<file path="src/rtl/br_resolve.sv">
module br_resolve #(
  parameter int unsigned LINK_REG = 31
) (
  input  logic        clk,
  input  logic        rst_n,
  input  logic        ex_valid,
  input  logic [5:0]  ex_op,
  input  logic [5:0]  ex_funct,
  input  logic [4:0]  ex_rt,
  input  logic [4:0]  ex_rd,
  input  logic [31:0] ex_pc,
  input  logic [31:0] ex_rs_val,
  input  logic [31:0] ex_rt_val,
  input  logic [15:0] ex_imm16,
  input  logic [25:0] ex_imm26,
  input  logic        ex_pred_taken,
  input  logic [31:0] ex_pred_target,
  output logic        res_valid,
  output logic [31:0] res_pc,
  output logic        res_taken,
  output logic        res_pred_taken,
  output logic [31:0] br_target,
  output logic        link_we,
  output logic [4:0]  link_rd,
  output logic [31:0] link_val,
  output logic        redirect,
  output logic [31:0] redirect_pc,
  output logic        flush_if,
  output logic        flush_id
);

  localparam logic [4:0] LINK_IDX   = 5'(LINK_REG);
  localparam logic [5:0] OP_SPECIAL = 6'd0;
  localparam logic [5:0] OP_REGIMM  = 6'd1;
  localparam logic [5:0] OP_J       = 6'd2;
  localparam logic [5:0] OP_JAL     = 6'd3;
  localparam logic [5:0] OP_BEQ     = 6'd4;
  localparam logic [5:0] OP_BNE     = 6'd5;
  localparam logic [5:0] OP_BLEZ    = 6'd6;
  localparam logic [5:0] OP_BGTZ    = 6'd7;
  localparam logic [5:0] FN_JR      = 6'd8;
  localparam logic [5:0] FN_JALR    = 6'd9;
  localparam logic [4:0] RI_LTZ     = 5'd0;
  localparam logic [4:0] RI_GEZ     = 5'd1;
  localparam logic [4:0] RI_LTZAL   = 5'd16;
  localparam logic [4:0] RI_GEZAL   = 5'd17;

  logic [31:0] pc_plus4, rel_tgt, abs_tgt;
  logic        rs_neg, rs_zero, ops_eq;

  assign pc_plus4 = ex_pc + 32'd4;
  assign rel_tgt  = pc_plus4 + {{14{ex_imm16[15]}}, ex_imm16, 2'b00};
  assign abs_tgt  = {ex_pc[31:28], ex_imm26, 2'b00};
  assign rs_neg   = ex_rs_val[31];
  assign rs_zero  = (ex_rs_val == 32'd0);
  assign ops_eq   = (ex_rs_val == ex_rt_val);

  logic        is_cf, act_taken, want_link;
  logic [31:0] act_tgt;
  logic [4:0]  lnk_idx;

  always_comb begin
    is_cf     = 1'b0;
    act_taken = 1'b0;
    act_tgt   = rel_tgt;
    want_link = 1'b0;
    lnk_idx   = LINK_IDX;
    unique case (ex_op)
      OP_BEQ:  begin is_cf = 1'b1; act_taken = ops_eq;            end
      OP_BNE:  begin is_cf = 1'b1; act_taken = !ops_eq;           end
      OP_BLEZ: begin is_cf = 1'b1; act_taken = rs_neg || rs_zero; end
      OP_BGTZ: begin is_cf = 1'b1; act_taken = !rs_neg && !rs_zero; end
      OP_J:    begin is_cf = 1'b1; act_taken = 1'b1; act_tgt = abs_tgt; end
      OP_JAL:  begin
        is_cf = 1'b1; act_taken = 1'b1; act_tgt = abs_tgt; want_link = 1'b1;
      end
      OP_REGIMM: begin
        unique case (ex_rt)
          RI_LTZ:   begin is_cf = 1'b1; act_taken = rs_neg;  end
          RI_GEZ:   begin is_cf = 1'b1; act_taken = !rs_neg; end
          RI_LTZAL: begin is_cf = 1'b1; act_taken = rs_neg;  want_link = rs_neg;  end
          RI_GEZAL: begin is_cf = 1'b1; act_taken = !rs_neg; want_link = !rs_neg; end
          default: ;
        endcase
      end
      OP_SPECIAL: begin
        if (ex_funct == FN_JR) begin
          is_cf = 1'b1; act_taken = 1'b1; act_tgt = ex_rs_val;
        end else if (ex_funct == FN_JALR) begin
          is_cf = 1'b1; act_taken = 1'b1; act_tgt = ex_rs_val;
          want_link = 1'b1; lnk_idx = ex_rd;
        end
      end
      default: ;
    endcase
  end

  logic hit, mispredict;
  assign hit        = ex_valid && is_cf;
  assign mispredict = act_taken ? (!ex_pred_taken || (ex_pred_target != act_tgt))
                                : ex_pred_taken;

  always_ff @(posedge clk or negedge rst_n) begin
    if (!rst_n) begin
      res_valid <= 1'b0;
      link_we   <= 1'b0;
      redirect  <= 1'b0;
      flush_if  <= 1'b0;
      flush_id  <= 1'b0;
    end else begin
      res_valid <= hit;
      link_we   <= hit && want_link;
      redirect  <= hit && mispredict;
      flush_if  <= hit && mispredict;
      flush_id  <= hit && mispredict;
    end
  end

  always_ff @(posedge clk or negedge rst_n) begin
    if (!rst_n) begin
      res_pc         <= '0;
      res_taken      <= 1'b0;
      res_pred_taken <= 1'b0;
      br_target      <= '0;
      link_rd        <= '0;
      link_val       <= '0;
      redirect_pc    <= '0;
    end else if (hit) begin
      res_pc         <= ex_pc;
      res_taken      <= act_taken;
      res_pred_taken <= ex_pred_taken;
      br_target      <= act_tgt;
      link_rd        <= lnk_idx;
      link_val       <= pc_plus4;
      redirect_pc    <= act_taken ? act_tgt : pc_plus4;
    end
  end

  a_r10_quiet_on_other: assert property (@(posedge clk) disable iff (!rst_n)
    (ex_valid && !is_cf) |=> (!res_valid && !redirect && !link_we && !flush_if && !flush_id));

  a_r9_no_pulse_idle: assert property (@(posedge clk) disable iff (!rst_n)
    !ex_valid |=> !res_valid);

  a_r7_squash_with_redirect: assert property (@(posedge clk) disable iff (!rst_n)
    redirect |-> (flush_if && flush_id && res_valid));

  a_r7_dir_miss_redirects: assert property (@(posedge clk) disable iff (!rst_n)
    (res_valid && (res_taken != res_pred_taken)) |-> redirect);

  a_r8_quiet_not_taken_hit: assert property (@(posedge clk) disable iff (!rst_n)
    (res_valid && !res_taken && !res_pred_taken) |-> (!redirect && !flush_if && !flush_id));

  a_r6_link_return_addr: assert property (@(posedge clk) disable iff (!rst_n)
    link_we |-> (res_valid && link_val == res_pc + 32'd4));

endmodule

</file>
<file path="config.mk">
export PLATFORM = sky130hd
export DESIGN_NAME = br_resolve
export DESIGN_NICKNAME = d
export VERILOG_FILES = /design/src/rtl/br_resolve.sv
export SDC_FILE = /design/constraint.sdc
export NUM_CORES = 1
export LEC_CHECK = 0
export ABC_CLOCK_PERIOD_IN_PS = 800
export BUFFER_PORTS_ARGS = -buffer_cell sky130_fd_sc_hd__buf_2
export CAP_MARGIN = 30
export CORE_UTILIZATION = 40
export DETAILED_ROUTE_END_ITERATION = 10
export HOLD_SLACK_MARGIN = 0.12
export PLACE_DENSITY = 0.68
export SYNTH_ARGS = -nofsm -noshare
export SYNTH_HDL_FRONTEND = slang
export SYNTH_SLANG_ARGS = --single-unit
</file>
<file path="constraint.sdc">
create_clock -name clk -period 0.8 [get_ports clk]
set_input_delay 0.08 -clock clk [delete_from_list [all_inputs] [get_ports clk]]
set_output_delay 0.08 -clock clk [all_outputs]
set_load 0.03 [all_outputs]
</file>
# Word level (Yosys, flattened, before mapping)
# Index checks and enable logic that the tools add are counted.
# Widths: inputs -> output; s select.
[word_totals] input_bits=196 reg_bits=138 output_inout_bits=140
[classes] eq_ne=14 n_reduce_logical=18 n_mux=17 add_sub_neg=2
[op_table] op="$mux 32" n=3
[op_table] op="$pmux 32 s2" n=1
[op_table] op="$add 32x3->32 const B" n=1
[op_table] op="$add 32x32->32" n=1
[op_table] op="$eq 32x32->1" n=1
[op_table] op="$logic_not 32->1" n=1
[op_table] op="$ne 32x32->1" n=1
[op_table] op="$eq 6x3->1 const B" n=4
[op_table] op="$mux 5" n=3
[op_table] op="$eq 6x2->1 const B" n=2
[op_table] op="$eq 6x4->1 const B" n=2
[op_table] op="$eq 5x5->1 const B" n=2
[op_table] op="$pmux 1 s7" n=1
[op_table] op="$eq 6x1->1 const B" n=1
[op_table] op="$logic_not 6->1" n=1
[op_table] op="$pmux 1 s3" n=2
[op_table] op="$reduce_or 2->1" n=3
[op_table] op="$reduce_or 6->1" n=1
[op_table] op="$eq 5x1->1 const B" n=1
[op_table] op="$logic_not 5->1" n=1
[op_table] op="$mux 1" n=5
[op_table] op="$logic_and 1x1->1" n=4
[op_table] op="$logic_not 1->1" n=4
[op_table] op="$pmux 1 s2" n=2
[op_table] op="2 further kinds" n=3

# Depth between registers and ports, before layout
[depth] word_depth=9 depth_mapped=20

# Least setup slack after synthesis
# Ideal clock, no wire load.
[synth_path] path_type="input to register" start="input ex_pc[2]" end="register flush_id" path_buffers=1 setup_ns=0.137 arrival_time_ns=3.897 path_slack_ns=-3.234 t_required_ns=0.663 path_stages=20 cell_sequence="ha_1 nand3_1 nor2_1 nand2_1 nor3_1 and3_1 nand2_1 xnor2_1 ha_1 clkbuf_1 a21oi_1 o21ai_0 nor2_1 nor4bb_1 or3_1 o2111ai_1 a2111oi_0 nand4_1 nor4_1 a211oi_1"
[synth_between] elab_chain_cells=9
[synth_rtl] element="start: declaration" line_no="11" source="input logic [31:0] ex_pc,"
[synth_rtl] element="$add 32x3->32 *" line_no="51" source="assign pc_plus4 = ex_pc + 32'd4;"
[synth_rtl] element="net pc_plus4[26]" line_no="48" source="logic [31:0] pc_plus4, rel_tgt, abs_tgt;"
[synth_rtl] element="$add 32x32->32 *" line_no="52" source="assign rel_tgt = pc_plus4 + {{14{ex_imm16[15]}}, ex_imm16, 2'b00};"
[synth_rtl] element="$mux 32" line_no="89" source="end else if (ex_funct == FN_JALR) begin"
[synth_rtl] element="$mux 32" line_no="87" source="if (ex_funct == FN_JR) begin"
[synth_rtl] element="$pmux 32 s2 *" line_no="68" source="unique case (ex_op)"
[synth_rtl] element="$ne 32x32->1 *" line_no="100" source="assign mispredict = act_taken ? (!ex_pred_taken || (ex_pred_target != act_tgt))"
[synth_rtl] element="$logic_or 1x1->1 *" line_no="100"
[synth_rtl] element="$mux 1 *" line_no="100"
[synth_rtl] element="$logic_and 1x1->1 *" line_no="115" source="flush_id <= hit && mispredict;"
[synth_rtl] element="end signal: assignment" line_no="115"
[synth_rtl] element="end: declaration" line_no="29" source="output logic flush_id"
# Mark *: on every way through the listed nets, which the timed path passes. The rest lies on a longest branch.
# A chain may end at the register's enable or synchronous reset.

# Final worst setup path
[layout_path] start="input ex_pc[3]" end="register flush_id"
# Same word-level chain as after synthesis.

==> run metrics <==
dpl hpwl=38.8 mm; Crit Path Max Fanout=4; origin of the worst setup path=ex_pc[3]; Fin. Hold Viols=1; cells after synthesis=1254; Initial DRC Count=1970; fin nets=2292; number of global-route vias before repair=13810; Hold Crit Start=ex_rt[4]; Worst-Margin Slew=0.762 ns; Max Cap Viol=0; Via Count=14621; crit path capture type=flip-flop; GR Util All Layers=42.8%; post-route ant nets=0; cell area after layout=19400 sq um; CTS tree=built; share of post-route cells with drive strength above 1=55.2%; Post-synth EDFFs=0; Avg Cell Area, Syn=7.91 sq um; VDD IR max=1.85 mV; Starting Density=40.8%; WS Path Type=in -> reg; worst min-delay path class=in -> reg; data required time at the worst endpoint=1.10 ns; TritonCTS buffer count=17; worst hold slack=-0.00280 ns; post-DR wirelength/cell=25.5 um; RSZ-0062 raised after global routing=yes; Cell Area, Synth=9920 sq um; Die Span X=159 um; CP Launch Type=primary input; WP data arrival=3.97 ns; first-pass GRT wire length=82.1 mm; Longest Clk Path Bufs=2; Non-Filler Instances=2400; async set-reset flop share out of synthesis=100%; final core occ=79.6%; RR Startpoint=br_target[28]; initial antenna violation count=2; Setup violations, final=276; sequential fraction of the synthesis area=34.3%; dpl cell area=15100 sq um; flops & latches, synth=136; Remaining DRCs=0; I/O pin total=336; Pre-Repair DR Iteration Count=8; Setup TNS Final=-254.16 ns; R2R Setup Slk=0 ns; Clock Latency Late Sink=0.43 ns; Power Density=1850 nW/um^2; IO Port Bufs=335; Mapped Nets=1485; clk sink count=136; Ys Warns=0; Netlist cell types=74; largest net degree at the start of global routing=35; prevailing post-synth register cell=dfrtp_1; total leakage power=9.50 nW; f_max=273 MHz; die height=159 um; time the worst path needs with I/O delays and setup=3.66 ns; vias per std cell=6.09; failing checks=hold timing, setup timing; H-tree levels=4; worst slack at placement=-3.47 ns; number of cells after detailed placement=2213; status=finished, violations left; Root Driver=clkbuf_16; Synth-to-Final Area Change=95.2%; PnR worst setup slack=-2.86 ns; fin crit share=458%; Slew Limit Fails=0; Total Power=35.9 mW; worst rel slew slack=48.5%; Post-Route WL=61.1 mm; Congestion Overflow GR=0; RD Place Congestion=0.994; Core Area=24300 sq um; Clock Skews=0 ns; Rows=57; Die ar.=25400 sq um; Clock transition at path regs=0.07 ns
==> report_power, final <==
part	total [mW]	internal [mW]	switching (mW)
sequential	9.55	8.46	1.09
combinational	17.9	7.17	10.7
clock	8.45	4.49	3.97
==> metal layers <==
layer	wire length, um	global-route usage [%]
met1	22100	52.9
met2	27900	70.9
met3	6430	8.75
met4	4680	21.9
met5	0	0
==> cell usage in the layout (no fill, tap or decap), types with 9 or more instances in the layout <==
| cell | n |
|---|---|
| nor3_1 | 10 |
| o21ai_2 | 28 |
| nor2_1 | 48 |
| dfrtp_1 | 134 |
| nor2_2 | 14 |
| buf_16 | 16 |
| ha_1 | 11 |
| a21oi_2 | 20 |
| a22oi_1 | 11 |
| clkbuf_16 | 20 |
| mux2i_1 | 12 |
| a21o_1 | 13 |
| nand2_2 | 29 |
| ha_4 | 21 |
| buf_12 | 24 |
| nor3b_1 | 9 |
| nand3_1 | 15 |
| buf_4 | 382 |
| o21ai_0 | 14 |
| xor2_1 | 52 |
| a21oi_4 | 12 |
| nor4_1 | 20 |
| nand2_1 | 261 |
| dlygate4sd3_1 | 41 |
| a21oi_1 | 21 |
| a222oi_1 | 9 |
| buf_6 | 65 |
| nor2_4 | 13 |
| o21ai_1 | 57 |
| inv_1 | 24 |
| buf_2 | 319 |
| xnor2_1 | 18 |
| o211ai_1 | 15 |
| nand4_1 | 25 |
| xnor2_2 | 9 |
| o21a_1 | 9 |
==> final cells by class <==
cell class                      count  area [sq um]
Multi-Input combinational cell   1015          8040
Timing Repair Buffer              859          6760
Fill cell                        1463          4970
Inverter                           32           136
Clock inverter                     15           174
Tap cell                          324           405
Antenna cell                        2          5.00
Sequential cell                   136          3410
Clock buffer                       17           425
==> cell families after synthesis <==
group | count (synthesis) | share of synthesized area (%)
and+or+nand+nor | 558 | 26.4
buffers and inverters | 103 | 4.11
AOI/OAI and AO/OA | 302 | 19.6
xor gates and xnor gates | 96 | 8.48
adders and majority gates | 35 | 4.49
muxes | 24 | 2.52
DFF | 136 | 34.3
==> state kept, by name, indices dropped and copies added (netlist names) <==
signal / count
link_rd: 5
flush_id: 1
res_valid: 1
res_pred_taken: 1
res_pc: 32
link_val: 30
link_we: 1
redirect_pc: 32
res_taken: 1
br_target: 32
==> worst max-delay path, cell delays in order <==
cell and delay (ns):
buf_8 0.09, ha_4 0.16, nand3_4 0.09, nor2_4 0.13
nand2_2 0.09, nor3_4 0.34, nand3_2 0.17, xor2_2 0.21
inv_2 0.08, ha_4 0.32, nand4_1 0.13, buf_4 0.18
o211ai_1 0.16, a31oi_4 0.15, o21ba_4 0.23, or3_4 0.35
or3_1 0.35, nand4_1 0.14, o311ai_2 0.13, nor4_2 0.28
a211oi_1 0.08
==> Yosys cell counts (12+ instances only) <==
library cell | instances | area share [%]
nand2_1 | 300 | 11
dfrtp_1 | 136 | 34
o21ai_0 | 100 | 5.0
nor2_1 | 75 | 2.8
xor2_1 | 63 | 5.6
clkbuf_1 | 59 | 2.2
a21oi_1 | 53 | 2.7
ha_1 | 34 | 4.3
xnor2_1 | 33 | 2.9
inv_1 | 32 | 1.2
nor4_1 | 27 | 1.7
nand3_1 | 25 | 1.3
nand4_1 | 25 | 1.6
nor3_1 | 18 | 0.91
mux2i_1 | 16 | 1.6
a21o_1 | 15 | 1.1
a22oi_1 | 15 | 1.1
o211ai_1 | 15 | 1.1
a211oi_1 | 13 | 0.98
a31oi_1 | 12 | 0.76
==> worst paths after layout <==
path | depth (start not counted) | to
max | 21 | flush_id
min | 3 | link_we
max reg2reg | 1 | br_target[28]
min reg2reg | 2 | res_pc[27]
max in group asynchronous | 3 | redirect_pc[15]
min in group asynchronous | 2 | link_val[6]
==> timing repair <==
item,in CTS,in global routing
hold buffers,38,3
hold endpoints to repair,180,14
gates resized for setup,286,171
setup endpoints to repair,276,276
gates cloned,16,3
buffers inserted,71,39
pin swaps,103,99
No activity file was read; power rests on OpenSTA's default activity.
